**config.mk**
```make
export PLATFORM = sky130hd
export DESIGN_NAME = norflash_cmd_front
export DESIGN_NICKNAME = d
export VERILOG_FILES = /design/src/rtl/norflash_pkg.sv /design/src/rtl/norflash_pin_sync.sv /design/src/rtl/norflash_store.sv /design/src/rtl/norflash_cui.sv /design/src/rtl/norflash_cmd_front.sv
export SDC_FILE = /design/constraint.sdc
export NUM_CORES = 2
export LEC_CHECK = 0
export ABC_AREA = 0
export ABC_CLOCK_PERIOD_IN_PS = 4950
export BUFFER_PORTS_ARGS = -buffer_cell sky130_fd_sc_hd__buf_2
export CORE_AREA = 2 2 639 641
export CTS_CLUSTER_SIZE = 28
export DETAILED_ROUTE_END_ITERATION = 8
export DIE_AREA = 0 0 641 643
export GPL_ROUTABILITY_DRIVEN = 0
export GPL_TIMING_DRIVEN = 0
export HOLD_SLACK_MARGIN = 0.06
export MAX_ROUTING_LAYER = met4
export PLACE_DENSITY = 0.53
export REMOVE_ABC_BUFFERS = 1
export SLEW_MARGIN = 20
export SYNTH_ARGS = -nofsm -noshare
export SYNTH_HDL_FRONTEND = slang
export SYNTH_SLANG_ARGS = --single-unit
```
**constraint.sdc**
```tcl
create_clock -name clk -period 4.95 [get_ports clk]
set_clock_uncertainty 0.15 [all_clocks]
set_input_delay 0.495 -clock clk [delete_from_list [all_inputs] [get_ports clk]]
set_output_delay 0.495 -clock clk [all_outputs]
set_load 0.01 [all_outputs]
```
**src/rtl/norflash_pkg.sv**
```systemverilog
package norflash_pkg;

  typedef enum logic [1:0] {
    ST_READY,
    ST_PSETUP,
    ST_ESETUP,
    ST_BUSY
  } cui_state_e;

  typedef enum logic [1:0] {
    RD_ARRAY,
    RD_STATUS,
    RD_IDENT
  } rd_sel_e;

  localparam logic [7:0] CMD_READ    = 8'hFF;
  localparam logic [7:0] CMD_PROG    = 8'h40;
  localparam logic [7:0] CMD_ERASE   = 8'h20;
  localparam logic [7:0] CMD_CONFIRM = 8'hD0;
  localparam logic [7:0] CMD_STATUS  = 8'h70;
  localparam logic [7:0] CMD_CLEAR   = 8'h50;
  localparam logic [7:0] CMD_IDENT   = 8'h90;

endpackage

```
**src/rtl/norflash_pin_sync.sv**
```systemverilog
module norflash_pin_sync #(
  parameter int AW = 19,
  parameter int DW = 16
) (
  input  logic          clk,
  input  logic          rst,
  input  logic          ce_n,
  input  logic          oe_n,
  input  logic          we_n,
  input  logic          rp_n,
  input  logic          wp_n,
  input  logic [AW-1:0] addr,
  input  logic [DW-1:0] dq_i,
  output logic          ce_q,
  output logic          oe_q,
  output logic          rp_q,
  output logic          wp_q,
  output logic [AW-1:0] addr_q,
  output logic [DW-1:0] dq_q,
  output logic          wr_evt
);

  logic we_q;

  always_ff @(posedge clk) begin
    if (rst) begin
      ce_q   <= 1'b1;
      oe_q   <= 1'b1;
      we_q   <= 1'b1;
      rp_q   <= 1'b0;
      wp_q   <= 1'b0;
      addr_q <= '0;
      dq_q   <= '0;
    end else begin
      ce_q   <= ce_n;
      oe_q   <= oe_n;
      we_q   <= we_n;
      rp_q   <= rp_n;
      wp_q   <= wp_n;
      addr_q <= addr;
      dq_q   <= dq_i;
    end
  end

  // Rising strobe: low last cycle, high now, chip selected while it was low.
  assign wr_evt = rp_q && !ce_q && !we_q && we_n;

endmodule

```
**src/rtl/norflash_store.sv**
```systemverilog
module norflash_store #(
  parameter int AW       = 19,
  parameter int DW       = 16,
  parameter int MAIN_AW  = 15,
  parameter int PARAM_AW = 12,
  parameter int OFS_AW   = 3
) (
  input  logic          clk,
  input  logic          we,
  input  logic [AW-1:0] waddr,
  input  logic [DW-1:0] wdata,
  input  logic [AW-1:0] raddr,
  output logic [DW-1:0] rdata
);

  localparam int NMAIN  = (1 << (AW - MAIN_AW)) - 1;
  localparam int NPARAM = 1 << (MAIN_AW - PARAM_AW);
  localparam int BID_W  = $clog2(NMAIN + NPARAM);
  localparam int IDX_W  = BID_W + OFS_AW;
  localparam int DEPTH  = 1 << IDX_W;

  logic [DW-1:0] mem [DEPTH];

  function automatic logic [IDX_W-1:0] word_idx(input logic [AW-1:0] a);
    logic [BID_W-1:0] b;
    if (&a[AW-1:MAIN_AW])
      b = BID_W'(NMAIN) + BID_W'(a[MAIN_AW-1:PARAM_AW]);
    else
      b = BID_W'(a[AW-1:MAIN_AW]);
    return {b, a[OFS_AW-1:0]};
  endfunction

  always_ff @(posedge clk) begin
    if (we) mem[word_idx(waddr)] <= wdata;
    rdata <= mem[word_idx(raddr)];
  end

endmodule

```
**src/rtl/norflash_cui.sv**
```systemverilog
module norflash_cui
  import norflash_pkg::*;
#(
  parameter int AW       = 19,
  parameter int DW       = 16,
  parameter int PARAM_AW = 12,
  parameter int OFS_AW   = 3,
  parameter int BUSY_CYC = 16
) (
  input  logic          clk,
  input  logic          rst,
  input  logic          rp_q,
  input  logic          wp_q,
  input  logic          wr_evt,
  input  logic [AW-1:0] evt_addr,
  input  logic [DW-1:0] evt_data,
  output rd_sel_e       rd_sel,
  output logic [DW-1:0] status,
  output logic          arr_we,
  output logic [AW-1:0] arr_waddr,
  output logic [DW-1:0] arr_wdata
);

  localparam int CNT_W       = $clog2(BUSY_CYC);
  localparam int ERASE_WORDS = 1 << OFS_AW;
  localparam logic [CNT_W-1:0] LAST = CNT_W'(BUSY_CYC - 1);

  cui_state_e     state;
  logic [CNT_W-1:0] cnt;
  logic [AW-1:0]  op_addr;
  logic [DW-1:0]  op_data;
  logic           op_erase;
  logic           err_lock, err_prog, err_erase;
  logic           frst, locked, ready, clr_hit;
  logic [7:0]     cmd;

  assign frst    = rst || !rp_q;
  assign cmd     = evt_data[7:0];
  assign locked  = (&evt_addr[AW-1:PARAM_AW+1]) && !wp_q;
  assign ready   = (state != ST_BUSY);
  assign clr_hit = (state == ST_READY) && wr_evt && (cmd == CMD_CLEAR);

  always_ff @(posedge clk) begin
    if (frst) begin
      state     <= ST_READY;
      rd_sel    <= RD_ARRAY;
      cnt       <= '0;
      op_addr   <= '0;
      op_data   <= '0;
      op_erase  <= 1'b0;
      err_lock  <= 1'b0;
      err_prog  <= 1'b0;
      err_erase <= 1'b0;
    end else begin
      unique case (state)
        ST_READY: if (wr_evt) begin
          unique case (cmd)
            CMD_READ:   rd_sel <= RD_ARRAY;
            CMD_STATUS: rd_sel <= RD_STATUS;
            CMD_IDENT:  rd_sel <= RD_IDENT;
            CMD_PROG:   begin rd_sel <= RD_STATUS; state <= ST_PSETUP; end
            CMD_ERASE:  begin rd_sel <= RD_STATUS; state <= ST_ESETUP; end
            CMD_CLEAR:  begin err_lock <= 1'b0; err_prog <= 1'b0; err_erase <= 1'b0; end
            default: ;
          endcase
        end
        ST_PSETUP: if (wr_evt) begin
          if (locked) begin
            err_lock <= 1'b1;
            err_prog <= 1'b1;
            state    <= ST_READY;
          end else begin
            op_addr  <= evt_addr;
            op_data  <= evt_data;
            op_erase <= 1'b0;
            cnt      <= '0;
            state    <= ST_BUSY;
          end
        end
        ST_ESETUP: if (wr_evt) begin
          if (cmd != CMD_CONFIRM) begin
            err_prog  <= 1'b1;
            err_erase <= 1'b1;
            state     <= ST_READY;
          end else if (locked) begin
            err_lock  <= 1'b1;
            err_erase <= 1'b1;
            state     <= ST_READY;
          end else begin
            op_addr  <= evt_addr;
            op_erase <= 1'b1;
            cnt      <= '0;
            state    <= ST_BUSY;
          end
        end
        ST_BUSY: begin
          if (cnt == LAST) state <= ST_READY;
          else             cnt   <= cnt + 1'b1;
        end
        default: state <= ST_READY;
      endcase
    end
  end

  // Erase walks the stored offsets one per cycle; program commits on the last cycle.
  always_comb begin
    arr_we    = 1'b0;
    arr_waddr = op_addr;
    arr_wdata = op_data;
    if (state == ST_BUSY) begin
      if (op_erase) begin
        arr_we    = (int'(cnt) < ERASE_WORDS);
        arr_waddr = {op_addr[AW-1:OFS_AW], cnt[OFS_AW-1:0]};
        arr_wdata = '1;
      end else begin
        arr_we = (cnt == LAST);
      end
    end
  end

  assign status = DW'({ready, 1'b0, err_erase, err_prog, 2'b00, err_lock, 1'b0});

  a_r6_lock_prog: assert property (@(posedge clk) disable iff (frst)
    (state == ST_PSETUP && wr_evt && locked) |=> (err_lock && err_prog && state == ST_READY));

  a_r6_lock_erase: assert property (@(posedge clk) disable iff (frst)
    (state == ST_ESETUP && wr_evt && cmd == CMD_CONFIRM && locked) |=> (err_lock && err_erase && !arr_we));

  a_r7_bad_confirm: assert property (@(posedge clk) disable iff (frst)
    (state == ST_ESETUP && wr_evt && cmd != CMD_CONFIRM) |=> (err_prog && err_erase && state == ST_READY));

  a_r9_sticky_lock: assert property (@(posedge clk) disable iff (frst)
    (!$past(frst) && $fell(err_lock)) |-> $past(clr_hit));

  a_r8_busy_len: assert property (@(posedge clk) disable iff (frst)
    (!$past(frst) && $rose(ready)) |-> $past(cnt == LAST));

endmodule

```
**src/rtl/norflash_cmd_front.sv**
```systemverilog
module norflash_cmd_front
  import norflash_pkg::*;
#(
  parameter int          AW       = 19,
  parameter int          DW       = 16,
  parameter int          MAIN_AW  = 15,
  parameter int          PARAM_AW = 12,
  parameter int          OFS_AW   = 3,
  parameter int          BUSY_CYC = 16,
  parameter logic [15:0] MFR_ID   = 16'h00A5,
  parameter logic [15:0] DEV_ID   = 16'h2C5A
) (
  input  logic          clk,
  input  logic          rst,
  input  logic          ce_n,
  input  logic          oe_n,
  input  logic          we_n,
  input  logic          rp_n,
  input  logic          wp_n,
  input  logic [AW-1:0] addr,
  input  logic [DW-1:0] dq_i,
  output logic [DW-1:0] dq_o,
  output logic          dq_oe
);

  logic          ce_q, oe_q, rp_q, wp_q, wr_evt;
  logic [AW-1:0] addr_q;
  logic [DW-1:0] dq_q;
  rd_sel_e       rd_sel, sel_r;
  logic [DW-1:0] status, stat_r, id_r, arr_rd;
  logic          arr_we, oe_r;
  logic [AW-1:0] arr_waddr;
  logic [DW-1:0] arr_wdata;

  norflash_pin_sync #(.AW(AW), .DW(DW)) u_sync (
    .clk(clk), .rst(rst), .ce_n(ce_n), .oe_n(oe_n), .we_n(we_n), .rp_n(rp_n),
    .wp_n(wp_n), .addr(addr), .dq_i(dq_i), .ce_q(ce_q), .oe_q(oe_q), .rp_q(rp_q),
    .wp_q(wp_q), .addr_q(addr_q), .dq_q(dq_q), .wr_evt(wr_evt)
  );

  norflash_cui #(
    .AW(AW), .DW(DW), .PARAM_AW(PARAM_AW), .OFS_AW(OFS_AW), .BUSY_CYC(BUSY_CYC)
  ) u_cui (
    .clk(clk), .rst(rst), .rp_q(rp_q), .wp_q(wp_q), .wr_evt(wr_evt),
    .evt_addr(addr_q), .evt_data(dq_q), .rd_sel(rd_sel), .status(status),
    .arr_we(arr_we), .arr_waddr(arr_waddr), .arr_wdata(arr_wdata)
  );

  norflash_store #(
    .AW(AW), .DW(DW), .MAIN_AW(MAIN_AW), .PARAM_AW(PARAM_AW), .OFS_AW(OFS_AW)
  ) u_store (
    .clk(clk), .we(arr_we), .waddr(arr_waddr), .wdata(arr_wdata),
    .raddr(addr_q), .rdata(arr_rd)
  );

  always_ff @(posedge clk) begin
    if (rst) begin
      sel_r  <= RD_ARRAY;
      stat_r <= '0;
      id_r   <= '0;
      oe_r   <= 1'b0;
    end else begin
      sel_r  <= rd_sel;
      stat_r <= status;
      id_r   <= addr_q[0] ? DW'(DEV_ID) : DW'(MFR_ID);
      oe_r   <= rp_q && !ce_q && !oe_q;
    end
  end

  always_comb begin
    dq_o = '0;
    if (oe_r) begin
      unique case (sel_r)
        RD_STATUS: dq_o = stat_r;
        RD_IDENT:  dq_o = id_r;
        default:   dq_o = arr_rd;
      endcase
    end
  end

  assign dq_oe = oe_r;

  a_r2_drive_gate: assert property (@(posedge clk) disable iff (rst)
    dq_oe |-> $past(rp_q && !ce_q && !oe_q));

  a_r1_rp_quiet: assert property (@(posedge clk) disable iff (rst)
    !rp_q |=> !dq_oe);

  a_r2_idle_zero: assert property (@(posedge clk) disable iff (rst)
    !dq_oe |-> (dq_o == '0));

endmodule

```
==> run summary <==
Vias in the first global route = 80,349
Post-synthesis cell area = 0.1617 mm2
CTS Root Buffer Type = clkbuf_16
Worst path slowest cell = nor2b_2
I/O pin count = 59
Effective utilization at floorplan = 39.91%
Logic gate share of total power = 2.9%
Synth Flop Type = edfxtp_1
Area delta synth->final = 18.39%
Pin count of the biggest net entering global routing = 77
R2R depth = 7
Max FO, Critical Path = 25
Final setup violation count = 0
Std-Cell Rows = 234
Total number of vias = 78,926
Delay-heaviest family, CP = simple AND/OR/NAND/NOR gates
Initial DRC Count = 8,188
Setup CP Type = reg2reg
Minimum clock period = 4.850 ns
Tot GR Track Use = 21.43%
Die ar. = 0.4122 mm2
Final Hold Fails = 0
Max-cap viol count = 0
Clock Path Buffers = 4
CTS sink cnt = 4,190
Syn Area/Cell = 21.91 um2
PD cells = 381.3 mW/mm2
Ys Warns = 0
RSZ-0062 raised after global routing = true
Sequential Area = 0.1249 mm2
Async S/R FF share, synth = 0%
Largest family of logic cells by synthesized area = multiplexers
Die width = 641 um
Tightest Pin Transition = 1.130 ns
P_leak = 69.58 nW
Worst setup EP type = flop
Drt wl/cell = 30.59 um
Post-synthesis sequential area ratio = 77.21%
Commonest non-fill, non-tap cell in the layout = edfxtp_1
Fmax = 206.2 MHz
Startpoint Class = flop
CTS tree = built
Share of cells above drive strength 1 = 28.39%
Worst path cell trace = ha_1 > nand2_4 > mux2i_1 > nor2b_2 > nand3_4 > nor2_2 > buf_8
Worst VDD drop = 0.3133 mV
Power Internal = 0.05789 W
Final period util = 97.98%
R2R Path Start = u_cui.state[0]
#FFs+latches synth = 4,190
CP peak stage delay = 0.79 ns
Chip Height = 643 um
Sw Share = 20.70%
Relative slew slack = 23.58%
Synth Area in Compound Gates = 2.188%
Hold Slack = 0.1435 ns
Via density = 5.575
Port buffer count = 49
Detailed Place HPWL = 279.2 mm
Clock power share = 44.2%
Worst Path Arrival = 5.38 ns
EDFF count, synth = 4,096
Mux cell area share after synthesis = 16.02%
Xor and xnor fraction of the mapped netlist area = 0.005415%
Synth Area in Simple Gates = 2.821%
Grt ovf = 0
Reg-to-Reg End = u_store.mem[0][6]
Hold Path End = u_sync.we_q
Core box area = 0.4052 mm2
Count of cell types in the netlist = 70
Antenna violations before repair = 19
Fill cell count = 33,536
Hold WC Path Type = in2reg
Sw Pwr = 0.01511 W
Nets@finish = 8,387
R2R setup slack = 0.1 ns
Worst EP required = 5.48 ns
Commonest non-fill, non-tap cells in the layout = edfxtp_1 (4,096), mux4_2 (1,082), conb_1 (512)
Worst-Skew Late Latency = 0.99 ns
CTS H-tree lvls = 5
Hold Crit Depth = 3
Clock transition at path regs = 0.06 ns
First-pass GRT wire length = 609.4 mm
Min-delay src = we_n
Num CTS Buffers = 432
Mapped Cells = 7,382
Sequential share of power = 52.9%
Slew Limit Fails = 0
Synth Area in Adders = 0.08510%
Power Total = 0.07301 W
Overall routed net length = 433.0 mm
Antenna Nets Post-Route = 0
Multi-input gate area = 0.03809 mm2
DRC errors left = 0
Drt first pass iters = 5
Buf+Inv Stages, Crit Path = 1
Status = completed
worst max path at each step:
stage	startpoint	end	slack, ns	depth (start not counted)
after floorplan	u_sync.addr_q[0]	u_store.rdata[3]	-39.49	6
after global placement	u_sync.addr_q[0]	u_store.rdata[14]	-65.09	6
after detailed placement	u_sync.addr_q[0]	u_store.rdata[3]	-0.65	11
after CTS	u_sync.addr_q[15]	u_store.rdata[3]	-0.23	8
after global routing	u_sync.addr_q[0]	u_store.rdata[3]	-0.005	11
final	u_cui.state[0]	u_store.mem[0][6]	0.1	7
logic make-up after synthesis:
group | after synthesis
DFF | 4190
muxes | 1235
and+or+nand+nor | 983
AOI/OAI and AO/OA | 497
buffers and inverters | 464
adders and majority gates | 11
other | 1
xor gates and xnor gates | 1
worst reg2reg max path: cells and delay by family (launching register included):
| kind | cells | cell delay, ns |
|---|---|---|
| and+or+nand+nor | 4 | 2.74 |
| buffers and inverters | 1 | 0.24 |
| DFF | 1 | 0.39 |
| muxes | 1 | 0.54 |
| adders and majority gates | 1 | 0.47 |
repair_timing:
| action | 4_1_cts | 5_1_grt |
|---|---|---|
| setup buffers | 2 | 4 |
| setup endpoints to repair | 22 | 10 |
| gates resized for setup | 20 | 11 |
| cloned | 0 | 2 |
| hold endpoints to repair | 39 | 0 |
| pin swaps | 0 | 4 |
| hold buffers | 47 | 0 |
synth_stat cells (7+ instances only):
cell type,count,area share (%)
buf_2,104,0.32
o21ai_0,82,0.25
o41ai_1,10,0.054
a31oi_1,43,0.17
nor2b_1,40,0.15
mux4_2,1082,15
mux2_2,13,0.091
nor2_1,272,0.63
buf_1,24,0.056
buf_6,65,0.45
nand4_1,24,0.093
mux2i_1,140,0.87
a21oi_1,77,0.24
a311oi_1,9,0.049
and2_1,15,0.058
nand2b_1,23,0.089
dfxtp_1,94,1.2
nand2_1,311,0.72
o211ai_1,7,0.032
clkbuf_1,159,0.37
a2111o_1,20,0.14
nor3_1,11,0.034
a211o_1,9,0.049
buf_4,82,0.38
ha_1,11,0.085
edfxtp_1,4096,76
a2111oi_0,31,0.17
nand3_1,135,0.42
inv_1,26,0.060
a22oi_1,28,0.13
a211oi_1,75,0.35
a32oi_1,65,0.35
and3_1,92,0.36
nor4_1,29,0.11
final cells by class:
| class | count | area share, % |
|---|---|---|
| sequential | 4190 | 65.23 |
| multi-input combinational | 3240 | 19.89 |
| clock buffer | 528 | 5.930 |
| timing repair buffer | 443 | 3.932 |
| tap | 5428 | 3.547 |
| clock inverter | 270 | 1.370 |
| inverter | 27 | 0.05685 |
| antenna | 32 | 0.04182 |
sequential cells by signal, summed over array words and instances (netlist names), 4 cells and up:
name,cells
u_sync.addr_q,10
u_store.mem,4096
u_store.rdata,16
u_sync.dq_q,16
u_cui.op_addr,10
u_cui.cnt,4
stat_r,4
u_cui.op_data,16
layer usage:
metal | global-route usage [%] | part of all wire [%] | routed length, um
met1 | 28.47 | 41 | 178700
met2 | 34.20 | 49 | 213500
met3 | 3.427 | 6.3 | 27110
met4 | 6.422 | 3.2 | 13750
met5 | - | 0 | 0
metrics by stage:
stage / TNS, ns / cell area (um2) / std cells / util [%] / setup slack, ns
after global routing: -0.005072 / 191500 / 14148 / 47.25 / -0.005072
final: 0 / 191500 / 14158 / 47.25 / 0.09986
after floorplan: -3031.72 / 161100 / 7456 / - / -39.49
after detailed placement: -5.719 / 176700 / 13273 / 43.60 / -0.6466
after CTS: -0.3414 / 191300 / 14120 / 47.20 / -0.2338
after global placement: - / 168100 / 12933 / 41.49 / -65.09
power by group through the flow:
| stage | registers (W) | clock network, W | logic, W |
|---|---|---|---|
| final | 0.0386 | 0.0322 | 0.00214 |
| after global routing | 0.0386 | 0.0342 | 0.00225 |
| after CTS | 0.0386 | 0.0328 | 0.00215 |
| after detailed placement | 0.0394 | 0 | 0.00210 |
| after global placement | 0.0399 | 0 | 0.00310 |
| after floorplan | 0.0397 | 0 | 0.00195 |
No activity file was read; power rests on OpenSTA's default activity.
